[src/rtl/sdram_burst_seq.sv]
module sdram_burst_seq #(
  parameter int ROW_W = 12,
  parameter int COL_W = 9,
  parameter int DQ_W  = 16,
  parameter int T_RCD = 2,
  parameter int T_RP  = 2
) (
  input  logic                  clk,
  input  logic                  rst_n,
  input  logic [1:0]            cfg_bl_code,
  input  logic                  cfg_cl3,
  input  logic                  req_valid,
  output logic                  req_ready,
  input  logic                  req_write,
  input  logic [1:0]            req_bank,
  input  logic [ROW_W-1:0]      req_row,
  input  logic [COL_W-1:0]      req_col,
  input  logic [8*DQ_W-1:0]     req_wdata,
  input  logic [DQ_W-1:0]       req_mask,
  output logic                  rd_valid,
  output logic [DQ_W-1:0]       rd_data,
  output logic                  sd_cs_n,
  output logic                  sd_ras_n,
  output logic                  sd_cas_n,
  output logic                  sd_we_n,
  output logic [1:0]            sd_ba,
  output logic [ROW_W-1:0]      sd_addr,
  output logic [DQ_W/8-1:0]     sd_dqm,
  output logic [DQ_W-1:0]       sd_dq_o,
  output logic                  sd_dq_oe,
  input  logic [DQ_W-1:0]       sd_dq_i
);
  localparam int DM_W = DQ_W / 8;
  localparam int CW   = $clog2(T_RCD + T_RP + 16);
  localparam logic [3:0] C_DESEL = 4'b1111, C_NOP = 4'b0111, C_ACT = 4'b0011,
                         C_RD = 4'b0101, C_WR = 4'b0100, C_PRE = 4'b0010;

  typedef enum logic [2:0] {S_IDLE, S_ACT, S_RCD, S_XFER, S_PRE, S_RP} st_t;

  st_t                 st;
  logic [CW-1:0]       cnt;
  logic                q_wr, q_cl3;
  logic [1:0]          q_bank, q_blc;
  logic [ROW_W-1:0]    q_row;
  logic [COL_W-1:0]    q_col;
  logic [8*DQ_W-1:0]   q_data;
  logic [DQ_W-1:0]     q_mask;
  logic [3:0]          cmd;

  wire [CW-1:0] cl    = q_cl3 ? CW'(3) : CW'(2);
  wire [CW-1:0] bl_m1 = CW'((4'd1 << q_blc) - 4'd1);
  wire [CW-1:0] last  = q_wr ? bl_m1 : cl + bl_m1;
  wire [CW-1:0] ri    = cnt - CW'(q_cl3);
  wire          rwin  = !q_wr && (cnt >= CW'(q_cl3)) && (ri <= bl_m1);
  wire          cap   = (st == S_XFER) && !q_wr && (cnt >= cl);
  wire [2:0]    wbeat = cnt[2:0];
  wire [2:0]    rbeat = ri[2:0];
  wire [2:0]    cbeat = 3'(cnt - cl);

  logic [DM_W-1:0] cap_m;
  logic [DQ_W-1:0] cap_w;

  assign req_ready = (st == S_IDLE);
  assign {sd_cs_n, sd_ras_n, sd_cas_n, sd_we_n} = cmd;
  assign sd_ba   = q_bank;
  assign sd_dq_o = q_data[wbeat*DQ_W +: DQ_W];

  always_comb begin
    cmd      = C_NOP;
    sd_addr  = '0;
    sd_dqm   = '0;
    sd_dq_oe = 1'b0;
    case (st)
      S_IDLE: cmd = C_DESEL;
      S_ACT: begin
        cmd     = C_ACT;
        sd_addr = q_row;
      end
      S_XFER: begin
        if (cnt == '0) begin
          cmd     = q_wr ? C_WR : C_RD;
          sd_addr = ROW_W'(q_col);
        end
        if (q_wr) begin
          sd_dq_oe = 1'b1;
          sd_dqm   = q_mask[wbeat*DM_W +: DM_W];
        end else if (rwin) begin
          sd_dqm   = q_mask[rbeat*DM_W +: DM_W];
        end
      end
      S_PRE: cmd = C_PRE;
      default: cmd = C_NOP;
    endcase
  end

  always_comb begin
    cap_m = q_mask[cbeat*DM_W +: DM_W];
    for (int j = 0; j < DM_W; j++)
      cap_w[j*8 +: 8] = cap_m[j] ? 8'h00 : sd_dq_i[j*8 +: 8];
  end

  always_ff @(posedge clk or negedge rst_n) begin
    if (!rst_n) begin
      st <= S_IDLE; cnt <= '0;
      q_wr <= 1'b0; q_cl3 <= 1'b0; q_bank <= '0; q_blc <= '0;
      q_row <= '0; q_col <= '0; q_data <= '0; q_mask <= '0;
    end else begin
      case (st)
        S_IDLE: if (req_valid) begin
          st <= S_ACT; cnt <= '0;
          q_wr <= req_write; q_cl3 <= cfg_cl3; q_blc <= cfg_bl_code;
          q_bank <= req_bank; q_row <= req_row; q_col <= req_col;
          q_data <= req_wdata; q_mask <= req_mask;
        end
        S_ACT: begin
          st  <= (T_RCD > 1) ? S_RCD : S_XFER;
          cnt <= '0;
        end
        S_RCD:
          if (cnt == CW'(T_RCD - 2)) begin st <= S_XFER; cnt <= '0; end
          else cnt <= cnt + 1'b1;
        S_XFER:
          if (cnt == last) begin st <= S_PRE; cnt <= '0; end
          else cnt <= cnt + 1'b1;
        S_PRE: begin
          st  <= (T_RP > 1) ? S_RP : S_IDLE;
          cnt <= '0;
        end
        default:
          if (cnt == CW'(T_RP - 2)) begin st <= S_IDLE; cnt <= '0; end
          else cnt <= cnt + 1'b1;
      endcase
    end
  end

  always_ff @(posedge clk or negedge rst_n) begin
    if (!rst_n) begin
      rd_valid <= 1'b0;
      rd_data  <= '0;
    end else begin
      rd_valid <= cap;
      if (cap) rd_data <= cap_w;
    end
  end

  logic [CW-1:0] since_act, since_pre;
  always_ff @(posedge clk or negedge rst_n) begin
    if (!rst_n) begin
      since_act <= '1;
      since_pre <= '1;
    end else begin
      if (cmd == C_ACT) since_act <= CW'(1);
      else if (since_act != '1) since_act <= since_act + 1'b1;
      if (cmd == C_PRE) since_pre <= CW'(1);
      else if (since_pre != '1) since_pre <= since_pre + 1'b1;
    end
  end

  p_accept_r2: assert property (@(posedge clk) disable iff (!rst_n)
    (req_valid && req_ready) |=> (cmd == C_ACT && !req_ready));
  p_trcd_r4: assert property (@(posedge clk) disable iff (!rst_n)
    (cmd == C_RD || cmd == C_WR) |-> (since_act == CW'(T_RCD)));
  p_wr_oe_r6: assert property (@(posedge clk) disable iff (!rst_n)
    (cmd == C_WR) |-> sd_dq_oe);
  p_rd_quiet_r9: assert property (@(posedge clk) disable iff (!rst_n)
    rd_valid |-> !sd_dq_oe);
  p_trp_r11: assert property (@(posedge clk) disable iff (!rst_n)
    (cmd == C_ACT) |-> (since_pre >= CW'(T_RP)));
endmodule

[config.mk]
export PLATFORM = sky130hd
export DESIGN_NAME = sdram_burst_seq
export DESIGN_NICKNAME = d
export VERILOG_FILES = /design/src/rtl/sdram_burst_seq.sv
export SDC_FILE = /design/constraint.sdc
export NUM_CORES = 1
export LEC_CHECK = 0
export BUFFER_PORTS_ARGS = -buffer_cell sky130_fd_sc_hd__buf_2
export CORE_ASPECT_RATIO = 0.7
export CORE_MARGIN = 3
export CORE_UTILIZATION = 45
export DETAILED_ROUTE_END_ITERATION = 16
export GPL_TIMING_DRIVEN = 0
export PLACE_DENSITY = 0.7
export SLEW_MARGIN = 20
export SYNTH_ARGS = -nofsm -noshare
export SYNTH_HDL_FRONTEND = slang
export SYNTH_SLANG_ARGS = --single-unit
export TNS_END_PERCENT = 30
[constraint.sdc]
create_clock -name clk -period 6 [get_ports clk]
set_input_delay 0.9 -clock clk [delete_from_list [all_inputs] [get_ports clk]]
set_output_delay 0.9 -clock clk [all_outputs]
set_load 0.01 [all_outputs]
Word-level counts from Yosys, hierarchy flattened
Index checks and enable logic that the tools add are counted.

Register bits: 196. Bits of input ports: 190. Output and inout bits: 55. Word-level logic and storage cells: 67.

Add/sub/neg operators: 5. Magnitude comparators: 3. Equal/unequal tests: 8. Shift-type cells: 5. Mux-type cells: 23. Reduce and logical (&&, ||, !) cells: 11.

Operators by type and width (number): 128-bit by 8-bit indexed part select with 16-bit output (1); 16-bit by 5-bit indexed part select with 2-bit output (3); 12-bit case mux with 2 select lines (1); 5-bit two-way mux (4); 8-bit two-way mux (2); 4-bit case mux with 4 select lines (1); 3-bit case mux with 5 select lines (1); 5-bit case mux with 3 select lines (1); 3-bit two-way mux (4); 9-bit two-way mux (1); 2-bit two-way mux (4); 3-bit by 2-bit == test with 1-bit output, second input constant (2); 2-bit by 5-bit adder with 5-bit output (1); 5-bit by 1-bit adder with 5-bit output, second input constant (1); 5-bit == test (1); 5-bit by 1-bit greater-or-equal comparator with 1-bit output (1); 5-bit by 2-bit greater-or-equal comparator with 1-bit output (1); 5-bit less-or-equal comparator (1); 5-bit zero test (1); 5-bit nonzero test (1); 1-bit by 2-bit << shifter with 5-bit output, first input constant (1); 5-bit by 1-bit subtractor with 5-bit output (1); 5-bit by 1-bit subtractor with 5-bit output, second input constant (1); 1-bit logical AND (4); 11 further kinds (15).

Depth between registers and ports, before layout
Word-level depth: 7. Mapped depth: 13. Mapped depth without buffers: 10.

Worst setup path before layout
OpenSTA, ideal clock, no wires.

Path type: flip-flop to output port. From: register cnt[0]. To: output sd_dqm[0]. Arrival: 2.831 ns. Data required time: 5.100 ns. Slack: 2.269 ns. Cell stages (with the launch flop): 13. Path buffers: 2. Path through: dfrtp_1 buf_2 buf_1 inv_1 ha_1 ha_1 inv_1 ha_1 nor2b_1 o21a_1 o31ai_1 a21oi_1 o32ai_1.

Cells in the longest elaborated chain, start to end: 6. Elaborated cells on any way between the ends: 10. Those cells by class: add/sub (1); order compare (2); shift (2); mux (3); reduce/logical (2).

RTL lines: from (decl) (line 41) `logic [CW-1:0] cnt;`; from (signal assigned) (line 121) `else cnt <= cnt + 1'b1;`; from (signal assigned) (line 124) `else cnt <= cnt + 1'b1;`; from (signal assigned) (line 131) `else cnt <= cnt + 1'b1;`; 5-bit by 1-bit subtractor with 5-bit output or 5-bit by 1-bit greater-or-equal comparator with 1-bit output (tied branches) (line 53, 54); 5-bit less-or-equal comparator or 1-bit logical AND (tied branches) (line 54) `wire rwin = !q_wr && (cnt >= CW'(q_cl3)) && (ri <= bl_m1);`; 1-bit logical AND (line 54); 2-bit two-way mux (line 87) `end else if (rwin) begin`; 2-bit two-way mux (*) (line 84) `if (q_wr) begin`; 2-bit two-way mux (*) (line 73) `case (st)`; to (decl) (line 28) `output logic [DQ_W/8-1:0] sd_dqm,`.

Mark *: on every way between the ends. The rest lies on a longest branch, timed or not.

Final worst setup path
From: register cnt[1]. To: output sd_dqm[1].

Same word-level chain as after synthesis.

==> impl.org <==
** Run status
- Outcome :: completed

** GRT
- Global routing used 22.7% of the available tracks across all layers.
- Entering global routing, the biggest net connects 98 pins.
- Summed over all layers, the global routing overflow is 0.
- Vias in the first global route :: 6,713
- Global-route wire length before repair :: 38,300 µm
- Initial antenna violation count :: 7

** Clock tree
- CTS clk-pin slew, worst paths :: 0.08 ns
- CTS sink cnt :: roughly 200
- Post-CTS resize count :: 0
- The clock passes through at most 2 buffers.
- Htree depth :: 4
- The tree is rooted in a clkbuf_16.
- The clock reaches the later pin of the worst-skew pair after ~0.43 ns.
- Number of buffers inserted during clock tree synthesis :: 17
- Postcts setup bufs :: 0
- Clock tree from TritonCTS :: built
- Hold-fix buffers at CTS :: 0

** Placement
- Gpl congestion :: 0.827
- Number of instances in the placed design :: 1,160
- Summing all placed instances gives a cell area of approximately 11,000 µm².
- Placed wire-length estimate after detailed placement :: around 19,000 µm
- Buffers placed on the I/O ports in this run total 244.

** Yosys
- For this run, the register share of the synthesized area comes to 52.8%.
- Summing every instance area after synthesis gives 9290 µm².
- Counting flops and latches in the post-synthesis netlist gives 196.
- Count of unique library cells instantiated by Yosys :: 46
- The synthesized design contains 0 enable-type register cells.
- Async S/R FF share, synth :: 100%
- Net count after synthesis :: 846
- Averaged over all synthesized cells, the footprint is 14.4 µm².
- Synthesis produced a netlist whose cell count is 644.
- For this run, the number of Yosys warnings is 0.
- Primary flip-flop cell chosen by synthesis mapping :: dfrtp_1

** Final layout
- The library cells used most frequently in the layout, excluding fill and tap cells, are buf_2, dfrtp_1, mux2_2, mux4_2, nand2_1.
- The post-route netlist has 59.3% of its cells at a drive strength greater than 1.
- For this run, the post-layout net count is 1,111.
- Leaving out fill and tap cells, the most frequent cell in the layout is buf_2.
- Final standard cell area without fillers :: 11,500 µm²
- Layout-stage area growth over the synthesis result :: 24.3%
- Leaving out filler cells and counting taps, the final layout contains 1,198.

** Pwr
- Dividing total power by cell area gives a power density of 544 nW/µm².
- Clock share of power :: 18.7%
- Of the total power, the share spent switching nets is 35.2%.
- Relative contribution of sequential cells to total power :: 36.2%
- Int Pwr :: 4080 µW
- Static leakage :: between 0.005 and 0.006 µW
- In this run, the combinational gates consume 45.1% of the power.
- Overall power consumption after layout is estimated at ~6300 µW.
- Peak supply drop :: between 0.0002 and 0.00025 V
- NetSw :: 2210 µW

** Detailed routing
- Detailed router's first-iteration violation count :: 404
- After detailed routing, the number of vias per cell comes to 5.36.
- Number of search-and-repair iterations in the first detailed-routing pass :: 4
- After detailed routing, the average wire length per cell comes to 20.7 µm.
- In this run the remaining antenna-violating nets after routing total 0.
- Number of remaining DRC errors :: 0
- DR vias :: 6,422
- Final routed wirelength across all metal layers :: 24,900 µm

** Die
- Floorplan die area :: 22,400 µm²
- Die Wd :: 178 µm
- The floorplan step defined a core boundary enclosing 20,000 µm².
- For this configuration, the core starts out at a cell density of 46.4%.
- Cell row count :: 43
- Die outline height :: 126 µm
- Pin placement for this block handled 245 I/O pins.

** Worst setup path
- Data on the critical path arrives at its endpoint at around 4.2 ns.
- Setup slack on the worst reg-to-reg path comes out at 2.54 ns.
- Tracing the worst setup path back leads to its startpoint at cnt[1].
- Startpoint-to-endpoint class of the critical path :: flip-flop to output port
- The worst register-to-register path ends at rd_data[6].
- In this run the worst setup path terminates at sd_dqm[1].
- CP Launch Type :: flip-flop
- Kind of end point of the critical path :: output port
- Length in cells of the worst reg-to-reg path :: 13
- Critical path data required time :: 5.10 ns
- Along the worst path, the maximum fanout reaches 10.
- Reg-to-reg startpoint :: cnt[0]

** STA
- Based on the critical path, the design can be clocked at up to 0.196 GHz.
- Setup violations remaining at the end of the flow were counted as 0.
- Final critical path time including I/O delays and setup :: 5.11 ns
- Worst setup skew after layout :: 0.0164 ns
- At the pin with the least slew margin, the transition time is 0.833 ns.
- Max-slew headroom at the worst pin :: 44.5%
- Final hold viol count :: 0
- Total negative slack for setup checks :: 0 ns
- Final number of max-transition violations :: 0
- Fraction of the cycle the final worst path needs :: 85.2%
- Setup repair after global routing missed its margin :: false
- Post-route worst hold slack :: 0.355 ns

** Job
- Number of max-cap violations :: 0

** Hold path
- Kind of path behind the tightest hold check :: input pin to async pin
==> cells in the mapped netlist, drive strengths merged, types with 6 or more instances <==
cell type  number  share of area, %
buf            40               2.2
xnor2           6              0.57
nand2          40               1.6
dfrtp         196                53
mux2i          11               1.2
a22o           12               1.1
mux2          187                23
nor2           11              0.44
nand3          20               1.1
nand2b          7              0.47
ha             12               1.6
inv             9              0.36
mux4           40               9.7
==> stage by stage <==
stage | utilization, % | setup slack [ns]
2_1_floorplan | - | 2.27
3_3_place_gp | 54.2 | 0.684
3_5_place_dp | 54.5 | 1.35
4_1_cts | 57.6 | 0.849
5_1_grt | 57.6 | 0.555
6_report | 57.7 | 0.888
==> power by group through the flow <==
stage | Sequential, µW | Combinational [µW] | Clock, µW
finish | 2280 | 2840 | 1170
detailed placement | 2300 | 2840 | 0
floorplan | 2210 | 2040 | 0
global placement | 2280 | 2780 | 0
CTS | 2270 | 2850 | 1200
global route | 2360 | 3090 | 1270
==> registers in the layout, indices dropped and copies added (netlist names) <==
| register | count |
|---|---|
| q_data | 128 |
| q_mask | 16 |
| rd_data | 16 |
| q_row | 12 |
| q_col | 9 |
| cnt | 5 |
| st | 3 |
| q_blc | 2 |
| sd_ba | 2 |
| q_cl3 | 1 |
| q_wr | 1 |
| rd_valid | 1 |
==> per-layer routing <==
layer	GRT usage [%]	wire, µm	share of wire (%)
met5	0	68	0.27
met4	4.43	207	0.83
met3	6.66	2100	8.4
met2	34.3	10900	44
met1	33.0	11600	47
==> critical path, cell delays in order, from the launching register on <==
cell and delay [ns]:
dfrtp_1 0.41, buf_2 0.26, buf_2 0.39, buf_1 0.57, inv_1 0.15, ha_1 0.39, inv_1 0.11, ha_1 0.29
nor2b_1 0.13, o21a_1 0.16, o31ai_1 0.18, a21oi_1 0.13, o32ai_1 0.38, buf_2 0.21
==> area by class of cell <==
type / instances / area (µm²)
inverter: 10 / 37.5
multi-input combinational: 394 / 4140
fill: 1684 / 8470
clock inverter: 14 / 169
timing repair buffer: 246 / 1290
antenna: 6 / 15.0
buffer: 44 / 223
clock buffer: 18 / 439
sequential: 196 / 4900
tap: 270 / 338
==> worst min path at each step <==
stage / start / endpoint / slack [ns]
after detailed placement: rd_data[4] / rd_data[4] / 0.45
after global placement: rd_data[4] / rd_data[4] / 0.45
final: rst_n / rd_data[12] / 0.35
after floorplan: q_row[10] / q_row[10] / 0.47
after CTS: rst_n / rd_data[12] / 0.35
after global routing: rst_n / rd_data[13] / 0.36
==> logic make-up (layout without fill, tap and decap cells) <==
family                   after synthesis  in the layout  share of synthesized area, %
AO/OA/AOI/OAI                         32             32                          2.68
buffers and inverters                 54            332                          2.79
adder cells (fa/ha/maj)               12             12                          1.62
AND/OR/NAND/NOR                      101            101                          5.40
flip-flops                           196            196                          52.8
multiplexers                         238            238                          33.5
XOR/XNOR                              11             11                          1.20
other                                  0              6                             0
Note: power is estimated with default switching activity, not from simulation.
